[config.mk]
export PLATFORM = sky130hd
export DESIGN_NAME = prom_cfg_serializer
export DESIGN_NICKNAME = d
export VERILOG_FILES = /design/src/rtl/prom_cfg_serializer.sv
export SDC_FILE = /design/constraint.sdc
export NUM_CORES = 1
export LEC_CHECK = 0
export BUFFER_PORTS_ARGS = -buffer_cell sky130_fd_sc_hd__buf_2
export CAP_MARGIN = 10
export CORE_MARGIN = 2
export CORE_UTILIZATION = 65
export CTS_BUF_LIST = sky130_fd_sc_hd__clkbuf_8
export CTS_CLUSTER_DIAMETER = 80
export CTS_CLUSTER_SIZE = 12
export DETAILED_ROUTE_END_ITERATION = 16
export PLACE_DENSITY = 0.91
export RECOVER_POWER = 100
export SYNTH_ARGS = -nofsm -noshare
export SYNTH_HDL_FRONTEND = slang
export SYNTH_SLANG_ARGS = --single-unit
[constraint.sdc]
create_clock -name clk -period 3.6 [get_ports clk]
set_clock_uncertainty 0.05 [all_clocks]
set_input_delay 0.36 -clock clk [delete_from_list [all_inputs] [get_ports clk]]
set_output_delay 0.36 -clock clk [all_outputs]
set_load 0.02 [all_outputs]
[src/rtl/prom_cfg_serializer.sv]
module prom_cfg_serializer #(
  parameter int ADDR_W  = 16,
  parameter int DATA_W  = 8,
  parameter int DIR_SEL = 0
) (
  input  logic              clk,
  input  logic              rst_n,
  input  logic              start,
  input  logic              stop,
  input  logic              count_down,
  input  logic [ADDR_W-1:0] byte_total,
  input  logic [DATA_W-1:0] mem_data,
  output logic [ADDR_W-1:0] mem_addr,
  output logic              cfg_clk,
  output logic              ser_out,
  output logic              busy,
  output logic              done
);
  localparam int BIT_W = $clog2(DATA_W);
  localparam logic [BIT_W-1:0] LAST_RISE = BIT_W'(DATA_W - 1);
  localparam logic [BIT_W-1:0] LOAD_SLOT = BIT_W'(2);

  logic              run, down_q, halt, hold_vld;
  logic [BIT_W-1:0]  rc;
  logic [DATA_W-1:0] hold;
  logic [DATA_W-2:0] sh;
  logic [ADDR_W-1:0] addr, nb, lim;
  logic              dir_now, rise, fall, room, cap, load;

  assign dir_now = (DIR_SEL == 1) ? 1'b0 : (DIR_SEL == 2) ? 1'b1 : count_down;
  assign rise    = run & ~cfg_clk;
  assign fall    = run & cfg_clk;
  assign room    = (lim == '0) || (nb != lim);
  assign cap     = rise && (rc == '0) && !(halt || stop) && room;
  assign load    = fall && (rc == LOAD_SLOT);

  assign mem_addr = addr;
  assign busy     = run;

  always_ff @(posedge clk) begin
    if (!rst_n) begin
      run      <= 1'b0;
      cfg_clk  <= 1'b0;
      ser_out  <= 1'b1;
      done     <= 1'b0;
      down_q   <= 1'b0;
      halt     <= 1'b0;
      hold_vld <= 1'b0;
      rc       <= '0;
      hold     <= '0;
      sh       <= '1;
      addr     <= '0;
      nb       <= '0;
      lim      <= '0;
    end else if (!run) begin
      if (start) begin
        run      <= 1'b1;
        cfg_clk  <= 1'b0;
        ser_out  <= 1'b1;
        done     <= 1'b0;
        down_q   <= dir_now;
        halt     <= 1'b0;
        hold_vld <= 1'b0;
        rc       <= '0;
        sh       <= '1;
        addr     <= dir_now ? '1 : '0;
        nb       <= '0;
        lim      <= byte_total;
      end
    end else begin
      cfg_clk <= ~cfg_clk;
      if (stop) halt <= 1'b1;
      if (rise) rc <= (rc == LAST_RISE) ? '0 : rc + 1'b1;
      if (cap) begin
        hold     <= mem_data;
        hold_vld <= 1'b1;
        addr     <= down_q ? addr - 1'b1 : addr + 1'b1;
        nb       <= nb + 1'b1;
      end
      if (fall) begin
        if (load && !hold_vld) begin
          run     <= 1'b0;
          done    <= 1'b1;
          ser_out <= 1'b1;
        end else if (load) begin
          ser_out  <= hold[0];
          sh       <= hold[DATA_W-1:1];
          hold_vld <= 1'b0;
        end else begin
          ser_out <= sh[0];
          sh      <= {1'b1, sh[DATA_W-2:1]};
        end
      end
    end
  end
endmodule

## Word-level counts from Yosys, hierarchy flattened

Index checks and enable logic that the tools add are counted.

- Input port bits: 29
- Register bits after elaboration: 73
- Word-level logic and storage cells: 88

- Add/sub/neg operators: 4
- Mux-type cells: 38
- Bitwise operators: 4
- Reductions and logical operators: 20
- Equal/unequal tests: 9

Operator list:

| kind | count |
|---|---|
| $mux 16 | 8 |
| $mux 7 | 5 |
| $add 16x1->16 const B | 2 |
| $mux 1 | 21 |
| $logic_not 16->1 | 1 |
| $ne 16x16->1 | 1 |
| $sub 16x1->16 const B | 1 |
| $mux 3 | 4 |
| $reduce_and 2->1 | 6 |
| $ne 2x1->1 const B | 4 |
| $reduce_and 3->1 | 2 |
| $logic_and 1x1->1 | 5 |
| $ne 2x2->1 const B | 2 |
| $add 3x1->3 const B | 1 |
| $eq 3x2->1 const B | 1 |
| $eq 3x3->1 const B | 1 |
| $logic_not 3->1 | 1 |
| $and 1x1->1 | 2 |
| $logic_not 1->1 | 2 |
| $logic_or 1x1->1 | 2 |
| $not 1->1 | 2 |
| $reduce_bool 2->1 | 1 |

## Longest topological paths before layout

- Word-level depth: 10
- Depth in mapped cells: 9

## Worst setup path before layout

No wires, ideal clock.

- Path kind: register -> register
- Start point: register down_q
- End point: register addr[12], in the netlist mem_addr[12]
- Clock period less this slack: 2352 ps
- Path slack: 1248 ps
- Data required time: 3434 ps
- Data arrival time: 2185 ps
- Cell stages (with the launch flop): 9
- Buffers on the path: 1
- Setup time: 116 ps
- Cells stage by stage: dfxtp_1 > ha_1 > clkbuf_1 > and3_1 > a221o_1 > a21oi_1 > nor3_1 > nand3b_1 > a31o_2

- Cells in the longest elaborated chain, start to end: 3

Ends and longest elaborated chain:

| item | RTL line | text |
|---|---|---|
| start, declared | 23 | `logic run, down_q, halt, hold_vld;` |
| start signal, assigned | 61 | `down_q <= dir_now;` |
| $mux 16 | 77 | `addr <= down_q ? addr - 1'b1 : addr + 1'b1;` |
| $mux 16 | 74 | `if (cap) begin` |
| $mux 16 | 55 | `end else if (!run) begin` |
| end signal, assigned | 66 | `addr <= dir_now ? '1 : '0;` |
| end signal, assigned | 77 |  |
| end, declared | 27 | `logic [ADDR_W-1:0] addr, nb, lim;` |

Every way passes these cells. The select of a mux whose other input is x is not followed.
A chain may end at the register's enable or synchronous reset.

## Final worst setup path

- Start point: register cfg_clk
- End point: register nb[2]

- Cells in the longest elaborated chain, start to end: 7

Ends and longest elaborated chain:

| item | RTL line | text |
|---|---|---|
| start, declared | 14 | `output logic cfg_clk,` |
| start signal, assigned | 71 | `cfg_clk <= ~cfg_clk;` |
| $not 1->1 | 31 | `assign rise = run & ~cfg_clk;` |
| $and 1x1->1 | 31 |  |
| $logic_and 1x1->1 (3 in a row) | 34 | `assign cap = rise && (rc == '0) && !(halt \|\| stop) && room;` |
| $ne 2x1->1 (no line) | n/a |  |
| $reduce_and 2->1 (no line) | n/a |  |
| end signal, assigned | 78 | `nb <= nb + 1'b1;` |
| end, declared | 27 |  |

Every way passes these cells.

==> flow_metrics.tcl <==
set metrics [dict create \
    setup_viol 0 \
    crit_type "reg2reg" \
    cp.required_ns 3.80 \
    track_usage_pct 28.9 \
    finalNetCount 603 \
    drt_iter0_markers 390 \
    grt_pass1_wl_um 17100 \
    end_kind "register" \
    ys_warn_count 0 \
    synthArstFlopShare_pct 0 \
    synth-seq-area-share_pct 34.6 \
    cpLargestDelayFamily "compound AO/OA/AOI/OAI gates" \
    min_period_over_period_pct 82.3 \
    cp-startpoint "cfg_clk" \
    cts_sinks 73 \
    drive_above_1_share_pct 10.6 \
    wl_um 10200 \
    min_period_ns 2.96 \
    stdcell_count 636 \
    dp_slack_ns 0.947 \
    drv_slew 0 \
    core.rowCount 29 \
    finalHoldViolCount 0 \
    insertedDiodeCount 0 \
    grt_overflow 0 \
    cpPeakStageDelay_ns 0.89 \
    cts_resized 0 \
    cts_buffers 9 \
    route.vias.total 4030 \
    syn-instance-count 520 \
    dpl.cell_count 620 \
    clk_latency_ns 0.36 \
    yosysUniqueCellTypes 61 \
    worst_slack_ns 0.638 \
    dieArea_mm2 0.00717 \
    layout_common_cells "82 x nand2_1, 73 x dfxtp_1, 44 x a21oi_1, 40 x nor2_1, 32 x o21ai_0" \
    path_clk_slew_ns 0.09 \
    root_buffer "clkbuf_8" \
    timing.rr.start "cfg_clk" \
    place.port_buffers 48 \
    drtPass1Iterations 5 \
    path_buf_inv 0 \
    ir_drop_v 0.000370 \
    h-tree-depth 3 \
    crit_fanout 33 \
    grt_pass1_vias 3765 \
    clockBufferDepth 2 \
    postCtsSetupRepairBufs 0 \
    dieHeight_um 84.7 \
    initial_core_util_pct 67.0 \
    post_drt_wl_per_cell_um 16.1 \
    cp_cell_sequence "nand2b_1 -> nor4_1 -> a21boi_4 -> nor2_1 -> a311o_1" \
    cp-start-kind "register" \
    final_common_cell "nand2_1" \
    hp-start "byte_total[7]" \
    viasPerCell 6.34 \
    tightestPinTransition_ns 1.07 \
    dpl.hpwl_um 6970 \
    cap_viol_max_count 0 \
    synth.cell_area_mm2 0.00423 \
    critical_path.slowest_cell "a21boi_4" \
    core_mm2 0.00631 \
    synth_edf_count 0 \
    grt_max_degree 36 \
    die_w_um 84.7 \
    cp.arrival_ns 3.16 \
    setup_tns_ns 0 \
    gp_congestion 0.904 \
    clock.fmax_mhz 338 \
    ios 49 \
    cts_tree "yes" \
    avgSynthCellArea_um2 8.13 \
    static-leakage-power_uw 0.00189 \
    rsz0062_at_grt "false" \
    synth_seq_cells 73 \
    ant_nets 0 \
    ctsHoldBuffers 0 \
    outcome "finished clean" \
    maxSlewHeadroom_pct 28.7 \
    holdCritPathClass "in2reg" \
    synthFlopType "dfxtp_1" \
    power.density_mw_per_mm2 426 \
    antenna_found_initial 0 \
    drc 0 \
    area_growth_pct 8.85 \
    synth_nets 569 \
]
[layout make-up]
type	instances	area (um2)
clock inverter	7	78.8
sequential	73	1460
fill	501	1710
inverter	7	26.3
tap	77	96.3
timing repair buffer	54	249
clock buffer	9	124
multi-input combinational	409	2570
[flip-flops by register name (all words and copies together) (netlist names)]
| register | cells |
|---|---|
| down_q | 1 |
| ser_out | 1 |
| done | 1 |
| hold_vld | 1 |
| sh | 7 |
| lim | 16 |
| hold | 8 |
| rc | 3 |
| nb | 16 |
| busy | 1 |
| mem_addr | 16 |
| cfg_clk | 1 |
| halt | 1 |
[power breakdown]
group,switching (uW),internal [uW],leakage (uW)
sequential,44.0,853,0.000597
combinational,244,142,0.00120
clock,350,327,0.0000977
[synthesized netlist by cell type, drive strengths merged, types with 2 or more instances]
cell	count	area [um2]
or2	2	12.5
dfxtp	73	1460
a211oi	6	45.0
a41oi	2	25.0
a21oi	46	245
and3	7	43.8
nor2	40	150
nand2b	5	33.8
or3b	2	17.5
nand2	82	308
ha	19	238
a31oi	5	31.3
and2	6	37.5
xor2	11	96.3
o211ai	9	67.6
xnor2	15	131
nor3b	3	22.5
a21o	9	67.6
nor3	13	65.1
nand3	9	45.0
nand3b	9	67.6
a31o	5	43.8
buf	7	56.3
a311oi	3	26.3
a21boi	2	26.3
a221oi	2	17.5
o21ai	32	160
nand4	9	56.3
o31ai	4	30.0
and4	2	17.5
o21bai	2	15.0
nor4	8	56.3
inv	7	26.3
mux2i	14	140
clkbuf	24	90.1
nand4b	3	26.3
and4b	2	20.0
nor2b	6	37.5
[routing by layer]
| layer | vias up | track usage [%] | part of all wire [%] |
|---|---|---|---|
| met5 | - | 0 | 0 |
| met4 | 0 | 10.1 | 2.4 |
| met3 | 33 | 4.62 | 6.4 |
| met2 | 174 | 47.2 | 47 |
| met1 | 1888 | 39.0 | 44 |
| li1 | 1935 | - | - |
[stage by stage]
stage / util, % / power (uW) / hold slack, ns / area, um2
6_report: 72.9 / 1960 / 0.170 / 4600
4_1_cts: 73.9 / 1960 / 0.174 / 4670
2_1_floorplan: - / 1210 / 0.396 / 4230
5_1_grt: 72.9 / 2040 / 0.176 / 4600
3_3_place_gp: 70.7 / 1290 / 0.410 / 4460
3_5_place_dp: 70.7 / 1300 / 0.422 / 4460
[worst min-delay path, stage by stage]
cell and delay [ns]:
buf_2 0.09, nand2_1 0.04, a21oi_1 0.05
[cell families after synthesis]
kind of cell	after synthesis	synth area share, %
xor gates and xnor gates	26	5.39
muxes	14	3.31
adders and majority gates	20	6.10
and+or+nand+nor	209	24.2
DFF	73	34.6
AOI/OAI and AO/OA	140	22.3
buffers and inverters	38	4.08
[worst paths after layout]
kind,cells past startpoint,slack (ns),endpoint
hold / removal,3,0.17,lim[7]
setup / recovery,5,0.64,nb[2]
hold reg to reg,2,0.44,sh[4]
setup reg to reg,5,0.64,nb[2]
Power figures use the tool's default switching activity.
